## src/rtl/ring_flow_pkg.sv

```systemverilog
package ring_flow_pkg;
  localparam int unsigned RPT_WORDS = 6;
  localparam int unsigned OVR_BIT   = 29;
  localparam int unsigned RPT_LEN   = 12;
  localparam logic [31:0] RPT_STATUS = (32'd1 << OVR_BIT) | 32'(RPT_LEN);

  typedef enum logic [1:0] {
    REG_SIZE = 2'd0,
    REG_RD   = 2'd1,
    REG_WR   = 2'd2,
    REG_NONE = 2'd3
  } reg_sel_e;

  typedef enum logic {
    ST_PASS,
    ST_RPT
  } ins_state_e;
endpackage

```

## src/rtl/ring_idx_unit.sv

```systemverilog
module ring_idx_unit
  import ring_flow_pkg::*;
#(
  parameter int unsigned RING_MAX = 512,
  parameter int unsigned IDX_W    = 9,
  parameter int unsigned SZ_W     = 10
) (
  input  logic             clk_i,
  input  logic             rst_ni,
  input  logic             reg_we_i,
  input  logic [1:0]       reg_addr_i,
  input  logic [31:0]      reg_wdata_i,
  output logic [31:0]      reg_rdata_o,
  input  logic             buf_req_i,
  input  logic             xfer_done_i,
  output logic             xfer_start_o,
  output logic [IDX_W-1:0] xfer_idx_o,
  output logic             irq_o,
  output logic             lost_o,
  output logic             space_o,
  output logic [IDX_W-1:0] rd_idx_o
);
  localparam logic [SZ_W-1:0] SZ_MAX = SZ_W'(RING_MAX);

  logic [SZ_W-1:0]  size_q;
  logic [IDX_W-1:0] wr_q, rd_q, cur_q;
  logic             busy_q, irq_q;
  logic [SZ_W-1:0]  inc;
  logic [IDX_W-1:0] next_idx;
  logic             full;
  reg_sel_e         sel;

  always_comb begin
    inc      = SZ_W'(wr_q) + SZ_W'(1);
    next_idx = (inc >= size_q) ? '0 : inc[IDX_W-1:0];
    full     = (next_idx == rd_q);
  end

  assign xfer_start_o = buf_req_i & ~busy_q & ~full;
  assign xfer_idx_o   = next_idx;
  assign lost_o       = buf_req_i & (busy_q | full);
  assign space_o      = ~busy_q & ~full;
  assign irq_o        = irq_q;
  assign rd_idx_o     = rd_q;
  assign sel          = reg_sel_e'(reg_addr_i);

  always_comb begin
    unique case (sel)
      REG_SIZE: reg_rdata_o = 32'(size_q);
      REG_RD:   reg_rdata_o = 32'(rd_q);
      REG_WR:   reg_rdata_o = 32'(wr_q);
      default:  reg_rdata_o = '0;
    endcase
  end

  always_ff @(posedge clk_i or negedge rst_ni) begin
    if (!rst_ni) begin
      size_q <= SZ_MAX;
      rd_q   <= '0;
      wr_q   <= '0;
      cur_q  <= '0;
      busy_q <= 1'b0;
      irq_q  <= 1'b0;
    end else begin
      irq_q <= 1'b0;
      if (reg_we_i && sel == REG_SIZE) begin
        if (reg_wdata_i < 32'd2)                 size_q <= SZ_W'(2);
        else if (reg_wdata_i > 32'(RING_MAX))    size_q <= SZ_MAX;
        else                                     size_q <= SZ_W'(reg_wdata_i);
      end
      if (reg_we_i && sel == REG_RD)
        rd_q <= (reg_wdata_i >= 32'(size_q)) ? '0 : IDX_W'(reg_wdata_i);
      if (xfer_start_o) begin
        busy_q <= 1'b1;
        cur_q  <= next_idx;
      end else if (busy_q && xfer_done_i) begin
        busy_q <= 1'b0;
        wr_q   <= cur_q;
        irq_q  <= 1'b1;
      end
    end
  end
endmodule

```

## src/rtl/sat_counter.sv

```systemverilog
module sat_counter #(
  parameter int unsigned W    = 32,
  parameter int unsigned STEP = 1
) (
  input  logic         clk_i,
  input  logic         rst_ni,
  input  logic         clr_i,
  input  logic         inc_i,
  output logic [W-1:0] cnt_o
);
  localparam logic [W-1:0] MAX = '1;
  localparam logic [W-1:0] LIM = MAX - W'(STEP);

  logic [W-1:0] q, base;

  assign base  = clr_i ? '0 : q;
  assign cnt_o = q;

  always_ff @(posedge clk_i or negedge rst_ni) begin
    if (!rst_ni)     q <= '0;
    else if (inc_i)  q <= (base > LIM) ? MAX : base + W'(STEP);
    else             q <= base;
  end
endmodule

```

## src/rtl/loss_acct.sv

```systemverilog
module loss_acct #(
  parameter int unsigned CNT_W = 32
) (
  input  logic             clk_i,
  input  logic             rst_ni,
  input  logic             lost_i,
  input  logic             space_i,
  input  logic             drop_frame_i,
  input  logic             drop_word_i,
  input  logic             snap_i,
  output logic [CNT_W-1:0] bufs_o,
  output logic [CNT_W-1:0] frames_o,
  output logic [CNT_W-1:0] bytes_o,
  output logic             ovr_o,
  output logic             pending_o
);
  logic             ovr_q, pend_q;
  logic [2:0]       inc_v;
  logic [CNT_W-1:0] cnt_v [3];

  assign inc_v = {drop_word_i, drop_frame_i, lost_i};

  for (genvar g = 0; g < 3; g++) begin : g_cnt
    sat_counter #(.W(CNT_W), .STEP((g == 2) ? 4 : 1)) u_cnt (
      .clk_i (clk_i),
      .rst_ni(rst_ni),
      .clr_i (snap_i),
      .inc_i (inc_v[g]),
      .cnt_o (cnt_v[g])
    );
  end

  assign bufs_o    = cnt_v[0];
  assign frames_o  = cnt_v[1];
  assign bytes_o   = cnt_v[2];
  assign ovr_o     = ovr_q;
  assign pending_o = pend_q;

  always_ff @(posedge clk_i or negedge rst_ni) begin
    if (!rst_ni) begin
      ovr_q  <= 1'b0;
      pend_q <= 1'b0;
    end else begin
      if (lost_i)               ovr_q <= 1'b1;
      else if (ovr_q && space_i) ovr_q <= 1'b0;
      if (ovr_q && space_i && !lost_i) pend_q <= 1'b1;
      else if (snap_i)                 pend_q <= 1'b0;
    end
  end
endmodule

```

## src/rtl/stream_insert.sv

```systemverilog
module stream_insert
  import ring_flow_pkg::*;
#(
  parameter int unsigned CNT_W = 32
) (
  input  logic             clk_i,
  input  logic             rst_ni,
  input  logic [63:0]      time_i,
  input  logic             pending_i,
  input  logic             ovr_i,
  input  logic [CNT_W-1:0] bufs_i,
  input  logic [CNT_W-1:0] frames_i,
  input  logic [CNT_W-1:0] bytes_i,
  input  logic             in_valid_i,
  input  logic             in_first_i,
  input  logic             in_last_i,
  input  logic [31:0]      in_data_i,
  output logic             in_ready_o,
  output logic             out_valid_o,
  output logic             out_first_o,
  output logic             out_last_o,
  output logic [31:0]      out_data_o,
  input  logic             out_ready_i,
  output logic             snap_o,
  output logic             drop_frame_o,
  output logic             drop_word_o,
  output logic             rpt_active_o
);
  localparam logic [2:0] LAST_W = 3'(RPT_WORDS - 1);

  ins_state_e state_q;
  logic [2:0]  cnt_q;
  logic        drop_q;
  logic [63:0] time_q;
  logic [31:0] bufs_q, frames_q, bytes_q;
  logic [31:0] rpt_word;

  always_comb begin
    unique case (cnt_q)
      3'd0:    rpt_word = time_q[63:32];
      3'd1:    rpt_word = time_q[31:0];
      3'd2:    rpt_word = RPT_STATUS;
      3'd3:    rpt_word = bufs_q;
      3'd4:    rpt_word = frames_q;
      default: rpt_word = bytes_q;
    endcase
  end

  always_comb begin
    in_ready_o   = 1'b0;
    out_valid_o  = 1'b0;
    out_first_o  = 1'b0;
    out_last_o   = 1'b0;
    out_data_o   = '0;
    snap_o       = 1'b0;
    drop_frame_o = 1'b0;
    drop_word_o  = 1'b0;
    if (state_q == ST_RPT) begin
      out_valid_o = 1'b1;
      out_first_o = (cnt_q == 3'd0);
      out_last_o  = (cnt_q == LAST_W);
      out_data_o  = rpt_word;
    end else if (in_valid_i) begin
      if (in_first_i && pending_i && !ovr_i) begin
        snap_o = 1'b1;
      end else if (in_first_i ? ovr_i : drop_q) begin
        in_ready_o   = 1'b1;
        drop_word_o  = 1'b1;
        drop_frame_o = in_first_i;
      end else begin
        out_valid_o = 1'b1;
        out_first_o = in_first_i;
        out_last_o  = in_last_i;
        out_data_o  = in_data_i;
        in_ready_o  = out_ready_i;
      end
    end
  end

  assign rpt_active_o = (state_q == ST_RPT);

  always_ff @(posedge clk_i or negedge rst_ni) begin
    if (!rst_ni) begin
      state_q  <= ST_PASS;
      cnt_q    <= '0;
      drop_q   <= 1'b0;
      time_q   <= '0;
      bufs_q   <= '0;
      frames_q <= '0;
      bytes_q  <= '0;
    end else begin
      if (snap_o) begin
        state_q  <= ST_RPT;
        cnt_q    <= '0;
        time_q   <= time_i;
        bufs_q   <= 32'(bufs_i);
        frames_q <= 32'(frames_i);
        bytes_q  <= 32'(bytes_i);
      end else if (state_q == ST_RPT && out_ready_i) begin
        if (cnt_q == LAST_W) state_q <= ST_PASS;
        else                 cnt_q   <= cnt_q + 3'd1;
      end
      if (state_q == ST_PASS && in_valid_i && in_ready_o && in_first_i)
        drop_q <= ovr_i;
    end
  end
endmodule

```

## src/rtl/ring_flow_ctrl.sv

```systemverilog
module ring_flow_ctrl #(
  parameter  int unsigned RING_MAX = 512,
  parameter  int unsigned CNT_W    = 32,
  localparam int unsigned IDX_W    = $clog2(RING_MAX),
  localparam int unsigned SZ_W     = $clog2(RING_MAX + 1)
) (
  input  logic             clk_i,
  input  logic             rst_ni,
  input  logic [63:0]      time_i,
  input  logic             reg_we_i,
  input  logic [1:0]       reg_addr_i,
  input  logic [31:0]      reg_wdata_i,
  output logic [31:0]      reg_rdata_o,
  input  logic             buf_req_i,
  input  logic             xfer_done_i,
  output logic             xfer_start_o,
  output logic [IDX_W-1:0] xfer_idx_o,
  output logic             irq_o,
  input  logic             in_valid_i,
  input  logic             in_first_i,
  input  logic             in_last_i,
  input  logic [31:0]      in_data_i,
  output logic             in_ready_o,
  output logic             out_valid_o,
  output logic             out_first_o,
  output logic             out_last_o,
  output logic [31:0]      out_data_o,
  input  logic             out_ready_i
);
  logic             lost, space, snap, drop_frame, drop_word;
  logic             ovr_active, pending, rpt_active;
  logic [IDX_W-1:0] rd_idx;
  logic [CNT_W-1:0] bufs_cnt, frames_cnt, bytes_cnt;

  ring_idx_unit #(.RING_MAX(RING_MAX), .IDX_W(IDX_W), .SZ_W(SZ_W)) u_idx (
    .clk_i       (clk_i),
    .rst_ni      (rst_ni),
    .reg_we_i    (reg_we_i),
    .reg_addr_i  (reg_addr_i),
    .reg_wdata_i (reg_wdata_i),
    .reg_rdata_o (reg_rdata_o),
    .buf_req_i   (buf_req_i),
    .xfer_done_i (xfer_done_i),
    .xfer_start_o(xfer_start_o),
    .xfer_idx_o  (xfer_idx_o),
    .irq_o       (irq_o),
    .lost_o      (lost),
    .space_o     (space),
    .rd_idx_o    (rd_idx)
  );

  loss_acct #(.CNT_W(CNT_W)) u_loss (
    .clk_i       (clk_i),
    .rst_ni      (rst_ni),
    .lost_i      (lost),
    .space_i     (space),
    .drop_frame_i(drop_frame),
    .drop_word_i (drop_word),
    .snap_i      (snap),
    .bufs_o      (bufs_cnt),
    .frames_o    (frames_cnt),
    .bytes_o     (bytes_cnt),
    .ovr_o       (ovr_active),
    .pending_o   (pending)
  );

  stream_insert #(.CNT_W(CNT_W)) u_ins (
    .clk_i       (clk_i),
    .rst_ni      (rst_ni),
    .time_i      (time_i),
    .pending_i   (pending),
    .ovr_i       (ovr_active),
    .bufs_i      (bufs_cnt),
    .frames_i    (frames_cnt),
    .bytes_i     (bytes_cnt),
    .in_valid_i  (in_valid_i),
    .in_first_i  (in_first_i),
    .in_last_i   (in_last_i),
    .in_data_i   (in_data_i),
    .in_ready_o  (in_ready_o),
    .out_valid_o (out_valid_o),
    .out_first_o (out_first_o),
    .out_last_o  (out_last_o),
    .out_data_o  (out_data_o),
    .out_ready_i (out_ready_i),
    .snap_o      (snap),
    .drop_frame_o(drop_frame),
    .drop_word_o (drop_word),
    .rpt_active_o(rpt_active)
  );
endmodule

```

## config.mk

```make
export PLATFORM = sky130hd
export DESIGN_NAME = ring_flow_ctrl
export DESIGN_NICKNAME = d
export VERILOG_FILES = /design/src/rtl/ring_flow_pkg.sv /design/src/rtl/ring_idx_unit.sv /design/src/rtl/sat_counter.sv /design/src/rtl/loss_acct.sv /design/src/rtl/stream_insert.sv /design/src/rtl/ring_flow_ctrl.sv
export SDC_FILE = /design/constraint.sdc
export NUM_CORES = 1
export LEC_CHECK = 0
export ABC_AREA = 1
export BUFFER_PORTS_ARGS = -buffer_cell sky130_fd_sc_hd__buf_2
export CAP_MARGIN = 40
export CORE_UTILIZATION = 45
export CTS_CLUSTER_DIAMETER = 60
export DETAILED_ROUTE_END_ITERATION = 10
export GPL_TIMING_DRIVEN = 0
export SLEW_MARGIN = 20
export SYNTH_ARGS = -nofsm -noshare
export SYNTH_HDL_FRONTEND = slang
export SYNTH_SLANG_ARGS = --single-unit
```

## constraint.sdc

```tcl
create_clock -name clk_i -period 3.7 [get_ports clk_i]
set_input_delay 0.185 -clock clk_i [delete_from_list [all_inputs] [get_ports clk_i]]
set_output_delay 0.185 -clock clk_i [all_outputs]
set_load 0.05 [all_outputs]
```

# ---- After elaboration in Yosys (flattened, before gate mapping)
# Cells that the tools add are included.
dict set report totals {
  regBits 302
  in_bits 139
  output_inout_bits 79
  wordCells 132
}
dict set report op_classes {
  n_addsub 5
  n_lt_le_gt_ge 7
  n_eq_ne 9
  n_mux 61
  bitwise 9
  reduce_logical 23
}
# operator count
set op_table {}
lappend op_table {{32-bit 2-to-1 mux} 13}
lappend op_table {{32-bit one-hot mux with 5 select lines} 1}
lappend op_table {{32-bit greater-than comparator, second input constant} 3}
lappend op_table {{32-bit by 1-bit adder with 32-bit output, second input constant} 2}
lappend op_table {{1-bit 2-to-1 mux} 39}
lappend op_table {{32-bit by 3-bit adder with 32-bit output, second input constant} 1}
lappend op_table {{32-bit by 10-bit greater-or-equal comparator with 1-bit output} 1}
lappend op_table {{32-bit by 10-bit greater-than comparator with 1-bit output, second input constant} 1}
lappend op_table {{32-bit by 2-bit < comparator with 1-bit output, second input constant} 1}
lappend op_table {{10-bit one-hot mux with 3 select lines} 1}
lappend op_table {{10-bit 2-to-1 mux} 2}
lappend op_table {{9-bit 2-to-1 mux} 2}
lappend op_table {{1-bit logical AND} 11}
lappend op_table {{9-bit by 1-bit adder with 10-bit output, second input constant} 1}
lappend op_table {{10-bit greater-or-equal comparator} 1}
lappend op_table {{2-bit nonzero test} 5}
lappend op_table {{9-bit == test} 1}
lappend op_table {{3-bit 2-to-1 mux} 3}
lappend op_table {{3-bit by 2-bit == test with 1-bit output, second input constant} 2}
lappend op_table {{3-bit == test, second input constant} 2}
lappend op_table {{2-bit AND reduction} 3}
lappend op_table {{1-bit AND} 4}
lappend op_table {{1-bit inverter} 4}
lappend op_table {{3-bit by 1-bit adder with 3-bit output, second input constant} 1}
lappend op_table {{other kinds (8)} 9}

# ---- Longest topological paths before layout
# Gate-level depths: netlist (run 1).
dict set report logic_depth {
  depth_word 9
  ltp_mapped 25
  depth_no_buf 24
}

# ---- Hierarchy
# From an unflattened synthesis (run 1), not the netlist that was laid out.
dict set report hier_totals {
  cells_unflattened 2619
  hier_area_um2 18896.9
}
# module n_inst cells_per_inst area_per_inst_um2 seq_area_each_um2
set modules_own_cells {}
lappend modules_own_cells {stream_insert 1 1173 8461.9 4129.0}
lappend modules_own_cells {{sat_counter at u_loss.g_cnt[0].u_cnt ...} 2 339 2493.6 800.8}
lappend modules_own_cells {ring_idx_unit 1 415 2970.3 977.2}
lappend modules_own_cells {{sat_counter at u_loss.g_cnt[2].u_cnt} 1 344 2394.8 800.8}
lappend modules_own_cells {loss_acct 1 9 82.6 50.0}

# ---- Worst setup path after synthesis (run 1)
# OpenSTA, ideal clock, no wires.
dict set report synth_timing {
  path_type {flip-flop to output port}
  startpoint {register u_idx.wr_q[0]}
  endpoint {output xfer_start_o}
  arrival_time_ns 3.133
  required_ns 3.515
  setup_slack_ns 0.382
  stages_incl_launch_ff 21
  n_path_buf 1
  path_cell_list {dfrtp_1 > ha_1 > nand2_1 > nor2_1 > nand4_1 > xor2_1 > ha_1 > nand2_1 > inv_1 > a21oi_2 > inv_1 > nor2_2 > nand3_1 > inv_1 > nand2_1 > nand2_1 > inv_1 > nand3_1 > nand2_1 > clkbuf_2 > inv_1}
}
dict set report synth_between {
  elab_chain_cells 6
}
# item line_no
set synth_lines {}
lappend synth_lines {{start: declaration} ring_idx_unit.sv:26} ;# logic [IDX_W-1:0] wr_q, rd_q, cur_q;
lappend synth_lines {{start signal: assignment} ring_idx_unit.sv:78} ;# wr_q <= cur_q;
lappend synth_lines {{9-bit by 1-bit adder with 10-bit output (*)} ring_idx_unit.sv:34} ;# inc = SZ_W'(wr_q) + SZ_W'(1);
lappend synth_lines {{10-bit greater-or-equal comparator} ring_idx_unit.sv:35} ;# next_idx = (inc >= size_q) ? '0 : inc[IDX_W-1:0];
lappend synth_lines {{9-bit 2-to-1 mux (*)} ring_idx_unit.sv:35}
lappend synth_lines {{via xfer_idx_o[8]} ring_flow_ctrl.sv:17} ;# output logic [IDX_W-1:0] xfer_idx_o,
lappend synth_lines {{9-bit == test (*)} ring_idx_unit.sv:36} ;# full = (next_idx == rd_q);
lappend synth_lines {{1-bit inverter (*)} ring_idx_unit.sv:39} ;# assign xfer_start_o = buf_req_i & ~busy_q & ~full;
lappend synth_lines {{1-bit AND (*)} ring_idx_unit.sv:39}
lappend synth_lines {{end: declaration} ring_flow_ctrl.sv:16} ;# output logic xfer_start_o,
# The timed path passes the listed nets; every way through them passes the cells marked *.

# ---- Worst setup path after layout (run 1)
dict set report layout_timing {
  startpoint {register u_idx.wr_q[1]}
  endpoint {output xfer_start_o}
}
dict set report layout_between {
  elab_chain_cells 6
}
# item line_no
set layout_lines {}
lappend layout_lines {{9-bit by 1-bit adder with 10-bit output (*)} ring_idx_unit.sv:34}
lappend layout_lines {{10-bit greater-or-equal comparator} ring_idx_unit.sv:35}
lappend layout_lines {{9-bit 2-to-1 mux (*)} ring_idx_unit.sv:35}
lappend layout_lines {{9-bit == test (*)} ring_idx_unit.sv:36}
lappend layout_lines {{1-bit inverter (*)} ring_idx_unit.sv:39}
lappend layout_lines {{1-bit AND (*)} ring_idx_unit.sv:39}
# Every way passes the cells marked *; elsewhere a longest branch is shown, timed or not.

==> reports/metrics.yaml, run 1 <==
crit_start: "u_idx.wr_q[1]"
critical_path.max_stage_delay_ns: 0.39
setup_slack_of_the_critical_path_after_layout_ns: 0.00362
gr-total-overflow: 0
synth-edff-count: 0
synth_flop_cell: "dfrtp_1"
final_setup_violating_endpoints: 0
timing.reg2reg.setup_slack_ns: 0.08
tightestPinTransition_ns: 0.804
place.port_buffers: 194
cts_buffers: 40
routed-via-count: 17600
p_clk_share_pct: 22.6
yosysTopAreaCellShare_pct: 43.0
combPwrFrac_pct: 47.0
gp_congestion: 0.960
worstHoldPathCells: 7
worst_skew_pair.late_latency_ns: 0.56
post-route-drc-count: 0
required_ns: 3.51
ys.warnings.count: 0
synth_cells: 2402
power_leakage_nw: 10.8
preCtsSetupSlack_ns: -0.390
clockBufferDepth: 3
clock_transition_at_the_registers_of_the_reported_paths_ns: 0.06
p_seq_share_pct: 30.4
fmaxAchievable_mhz: 271
min_delay_startpoint: "reg_wdata_i[29]"
crit_path_max_fanout: 5
number_of_register_bits_inferred_by_synthesis: 302
cp.arrival_ns: 3.51
ant_nets: 0
layout.cells.most_common_list: "nand2_1 (827), dfrtp_1 (300), inv_1 (248)"
rsz_0062_raised_after_global_routing: "yes"
intPower_mw: 8.96
status: "finished clean"
pin_count_of_the_biggest_net_entering_global_routing: 96
num_rows: 71
cp_cell_sequence: "ha_4 -> nand2_4 -> nor2_4 -> nand4_1 -> xor2_2 -> ha_1 -> nand2_2 -> inv_2 -> a21oi_4 -> inv_2 -> nor2_4 -> buf_4 -> buf_6 -> nand4_1 -> nand2_1 -> nand2_1 -> nor2_2 -> nand3_2 -> nand2_4 -> inv_2 -> buf_8"
antenna_found_initial: 1
synth-seq-area-share_pct: 43.2
postSynth.asyncResetShare_pct: 100
design.die.area_um2: 39700
grt_first_pass_wirelength_um: 94800
critPathKind: "flip-flop to primary output"
rr_worst_depth: 25
dp_hpwl_um: 46900
layout_fillers: 3633
critical_path.startpoint_type: "flip-flop"
die_y_um: 199
wl_um: 62900
core_ar_um2: 37900
share_of_layout_cells_above_drive_strength_1_pct: 16.5
synthDistinctLibCells: 55
drt_first_pass_iters: 5
cp_common_cell: "inv_2"
report.final.hold_viol_count: 0
maxSlewViolCount: 0
final_min_period_over_clock_period_pct: 99.9
timing.clock.skew_ns: 0.0210
postLayoutCoreUtil_pct: 57.3
wire_per_inst_um: 19.1
max-vdd-ir-drop_uv: 526
critPathCaptureType: "primary output"
fin_setup_tns_ns: 0
r2r_end: "u_loss.g_cnt[0].u_cnt.cnt_o[12]"
flow.area_growth_from_synthesis_pct: 24.2
worst_r2r_startpoint: "u_idx.wr_q[1]"
pin_count: 218
slew_headroom_pct: 46.4
tritoncts_clock_tree: "done"
pwr_density_cell_nw_per_um2: 761
antenna-diode-count: 0
vias_per_cell: 5.35
timing.final.crit_period_ns: 3.70
post_synth.cell_area_avg_um2: 7.28
netSwitchingPower_mw: 7.57
timing.critical_path.slowest_stage_cell: "dfrtp_1"
worst_hold_path_type: "primary input to flip-flop"
clkSinkCount: 302
synth.area.top_cells: "dfrtp_1 (43%), nand2_1 (18%), inv_1 (5.4%)"
hold-path-endpoint: "u_idx.size_q[9]"
swShare_pct: 45.8
layout_commonest_cell: "nand2_1"
drv_cap: 0
first_iter_violations: 1602
largest_area_contributor_in_the_synthesized_netlist: "dfrtp_1"
cts.htree.levels: 2
cts_root_buffer: "clkbuf_16"
start_util_pct: 46.1
dieWidth_um: 199
grt_pass1_vias: 16400
track_usage_pct: 31.8
post_synth_instance_area_um2: 17500
fin_nets: 2932
[per-layer routing]
metal / routed length [µm] / global-route usage [%]
met1: 28600 / 46.7
met2: 27200 / 47.3
met3: 5170 / 5.18
met4: 1910 / 10.5
met5: 0 / 0
[Yosys cell counts, types with 10 or more instances]
master	instances
clkbuf_1	54
xor2_1	14
nor3_1	34
buf_4	25
ha_1	32
nand4_1	35
a22o_1	10
o22ai_1	22
nor4_1	10
dfrtp_1	301
o21ai_0	171
a21oi_1	19
nand3b_1	14
inv_1	252
nand2_1	833
nand3_1	174
o21ai_1	22
nor2_1	163
buf_2	27
a221oi_1	26
nor2_4	12
inv_2	14
nor2_2	31
[area by class of cell]
cell class                      count  area, µm²  share of cell area [%]
Multi-Input combinational cell   1734       8550                    39.3
Sequential cell                   302       7560                    34.8
Timing Repair Buffer              298       2080                    9.59
Clock buffer                       55       1120                    5.15
Inverter                          271       1020                    4.68
Buffer                            114        651                    2.99
Tap cell                          511        639                    2.94
Clock inverter                     13        120                   0.553
[power groups by stage]
| stage | clock network, mW | logic [mW] | registers [mW] |
|---|---|---|---|
| floorplan | 0 | 4.74 | 4.77 |
| global placement | 0 | 6.61 | 5.03 |
| detailed placement | 0 | 6.70 | 5.03 |
| CTS | 3.78 | 7.11 | 5.00 |
| global route | 3.91 | 8.45 | 5.12 |
| finish | 3.73 | 7.76 | 5.03 |
[how the worst max path moves through the flow]
stage	end	slack (ns)
after floorplan	xfer_start_o	0.38
after global placement	u_loss.g_cnt[2].u_cnt.cnt_o[21]	-3.48
after detailed placement	u_loss.g_cnt[0].u_cnt.cnt_o[15]	-0.39
after CTS	xfer_start_o	0.007
after global routing	xfer_start_o	-0.19
final	xfer_start_o	0.004
[registers in the layout, indices dropped and copies added (netlist names), 3 cells and up]
name and cells:
u_loss.g_cnt.u_cnt.cnt_o 96, u_ins.frames_q 32, u_ins.bytes_q 32, u_ins.cnt_q 3, u_idx.rd_idx_o 9, u_idx.wr_q 9, u_ins.bufs_q 32, u_ins.time_q 64
u_idx.size_q 10, u_idx.cur_q 9
[critical path, delay by kind of cell (launching register included)]
family | cells | cell delay, ns
simple gates | 11 | 1.19
xor+xnor | 1 | 0.19
fa+ha+maj | 2 | 0.47
buf+inv | 6 | 0.56
compound gates | 1 | 0.18
flops | 1 | 0.39
[through the flow]
stage          std cells  hold WS [ns]  cell area (µm²)  power [mW]
2_1_floorplan       2423        -0.111            17600        9.52
4_1_cts             3286        0.0219            21500        15.9
6_report            3298        0.0809            21700        16.5
5_1_grt             3298         0.106            21700        17.5
3_3_place_gp        3128         0.379            19200        11.6
3_5_place_dp        3131         0.105            19300        11.7
[cells by family after synthesis]
| group | after synthesis | share of synthesized area, % |
|---|---|---|
| AND/OR/NAND/NOR | 1355 | 33.9 |
| buffers and inverters | 387 | 9.34 |
| AO/OA/AOI/OAI | 305 | 10.2 |
| flip-flops | 302 | 43.2 |
| adder cells (fa/ha/maj) | 32 | 2.29 |
| XOR/XNOR | 20 | 1.00 |
| other | 1 | 0.0214 |
[what timing repair did]
action | in CTS | in global routing
hold buffers | 78 | 0
endpoints found under the setup margin | 41 | 61
resized for setup | 37 | 35
setup buffers | 8 | 12
pin swaps | 16 | 17
hold endpoints to repair | 296 | 0
gates cloned | 1 | 2
No activity file was read; power rests on OpenSTA's default activity.
==> run 2: changes to the inputs <==
BUFFER_PORTS_ARGS = -buffer_cell sky130_fd_sc_hd__buf_4   (was -buffer_cell sky130_fd_sc_hd__buf_2)
==> run 2 against run 1 <==
  * The flow now finishes with violations (setup timing)
  * Sequential share of layout area is 0.67 points lower
  * Critical endpoint unchanged
  * Power is 0.54% higher
  * Global-route usage is 0.27 points higher
  * Clock skew is 0.0051 ns lower
==> reports/metrics.yaml, run 2 (synthesized netlist as in run 1, its figures left out) <==
power_leakage_nw: 10.9
hold_ws_ns: 0.0389
rsz_0062_raised_after_global_routing: "yes"
gr-total-overflow: 0
final_min_period_over_clock_period_pct: 101
antenna-diode-count: 0
drt_first_pass_iters: 5
timing.clock.skew_ns: 0.0160
layout_commonest_cell: "nand2_1"
max-vdd-ir-drop_uv: 518
vias_per_cell: 5.40
total_power_mw: 16.6
dp_hpwl_um: 47600
wl_met2_um: 27100
setup_slack_of_the_critical_path_after_layout_ns: -0.0271
storage_cell_area_um2: 7560
clockBufferDepth: 3
pin_count: 218
crit_start: "u_idx.wr_q[1]"
required_ns: 3.51
worst_skew_pair.late_latency_ns: 0.55
die_y_um: 199
gp_congestion: 0.980
critical_path.max_stage_delay_ns: 0.39
tightestPinTransition_ns: 0.872
first_iter_violations: 1722
critical_path.startpoint_type: "flip-flop"
timing.critical_path.buf_inv: 7
layout_fillers: 3611
tritoncts_clock_tree: "done"
drv_cap: 0
track_usage_pct: 32.1
wl_um: 63300
critPathKind: "flip-flop to primary output"
start_util_pct: 46.1
status: "complete, but fails checks"
cts_root_buffer: "clkbuf_16"
routedLengthMet1_um: 29100
grt_pass1_vias: 16700
cp.arrival_ns: 3.54
ant_nets: 0
clock_transition_at_the_registers_of_the_reported_paths_ns: 0.06
dieWidth_um: 199
min_delay_startpoint: "reg_we_i"
cts_buffers: 38
slew_headroom_pct: 41.9
cts.htree.levels: 2
critPathCaptureType: "primary output"
post-route-drc-count: 0
grt_first_pass_wirelength_um: 96000
fin_nets: 2923
cp_cell_sequence: "ha_4 -> nand2_4 -> nor2_4 -> nand4_1 -> xor2_2 -> ha_1 -> nand2_2 -> inv_2 -> a21oi_4 -> inv_2 -> nor2_4 -> buf_6 -> buf_4 -> nand4_1 -> nand2_1 -> inv_1 -> nand2_1 -> nor2_2 -> nand3_4 -> nand2_4 -> inv_2 -> buf_8"
final_setup_violating_endpoints: 1
place.port_buffers: 194
clkSinkCount: 302
wire_per_inst_um: 19.2
maxUsedRoutingLayer: "met4"
fmaxAchievable_mhz: 268
preCtsSetupSlack_ns: -0.438
core_ar_um2: 37900
antenna_found_initial: 0
worst_hold_path_type: "primary input to flip-flop"
crit_path_max_fanout: 5
cp_common_cell: "inv_2"
maxSlewViolCount: 0
pwr_density_cell_nw_per_um2: 750
layout.cells.most_common_list: "nand2_1 (827), dfrtp_1 (300), inv_1 (249)"
num_rows: 71
fin_setup_tns_ns: -0.0271
critical_path.top_delay_family: "simple AND/OR/NAND/NOR gates"
met3_wirelength_um: 5000
timing.final.crit_period_ns: 3.73
pin_count_of_the_biggest_net_entering_global_routing: 80
worst_r2r_startpoint: "u_idx.wr_q[1]"
largest_register_ffs: 96
multi_input_comb_area_um2: 8540
report.final.hold_viol_count: 0
placedCellCount: 3132
layout.cells.non_filler: 3292
flow.area_growth_from_synthesis_pct: 26.7
share_of_layout_cells_above_drive_strength_1_pct: 16.1
design.die.area_um2: 39700
violations: "setup timing"
routed-via-count: 17800
timing.critical_path.slowest_stage_cell: "dfrtp_1"
## run 2: changes by cell type in the layout (fill, tap and decap cells not counted), sizes merged
cell         before  now
bufinv            1    3
clkinv            9    8
inv             268  267
buf             278  270
clkinvlp          6    3
dlygate4sd3      78   77
clkbuf          111  117
## run 2: timing repair
| item | in CTS | in global routing |
|---|---|---|
| hold endpoints to repair | 263 | 0 |
| gates cloned | 1 | 0 |
| setup endpoints to repair | 47 | 57 |
| gates resized for setup | 30 | 27 |
| pin swaps | 13 | 16 |
| setup buffers | 12 | 2 |
| hold buffers | 77 | 0 |
## run 2: cell type report
class	count	area share [%]
multi-input cells	1734	38.6
well taps	511	2.88
flip-flops and latches	302	34.1
inverters	271	4.59
plain buffers	114	2.84
clock buffers	59	5.16
clock inverters	10	0.632
repair buffers	291	11.2
## run 2: worst paths after layout
kind / endpoint / cells past startpoint / slack [ns]
max in group asynchronous: u_ins.bytes_q[24] / 4 / 2.58
worst max-delay path: xfer_start_o / 22 / -0.03
worst min register to register: u_ins.bytes_q[26] / 2 / 0.47
worst max register to register: u_loss.g_cnt[0].u_cnt.cnt_o[27] / 23 / 0.19
worst min-delay path: u_idx.size_q[1] / 3 / 0.04
min in group asynchronous: u_loss.g_cnt[0].u_cnt.cnt_o[6] / 2 / 0.11
## run 2: worst min-delay path, delay by kind of cell
kind	cells	cell delay, ns
compound gates	1	0.10
simple gates	1	0.13
buf+inv	1	0.11
## run 2: where the power goes
part	switching, mW	internal [mW]	leakage [nW]
Clock	1.49	2.34	0.616
Combinational	5.32	2.44	6.23
Sequential	0.700	4.33	4.03
Total	7.51	9.11	10.9
## run 2: metrics by stage
step | utilization [%] | cell area (µm²)
6_report | 58.4 | 22200
3_5_place_dp | 52.2 | 19800
2_1_floorplan | - | 17600
5_1_grt | 58.4 | 22200
4_1_cts | 58.1 | 22100
3_3_place_gp | 51.9 | 19700
## run 2: layer usage
metal	GRT usage, %	vias to the layer above
met4	11.5	0
met2	47.7	785
met1	47.5	8511
met5	0	-
met3	4.03	105
li1	-	8390
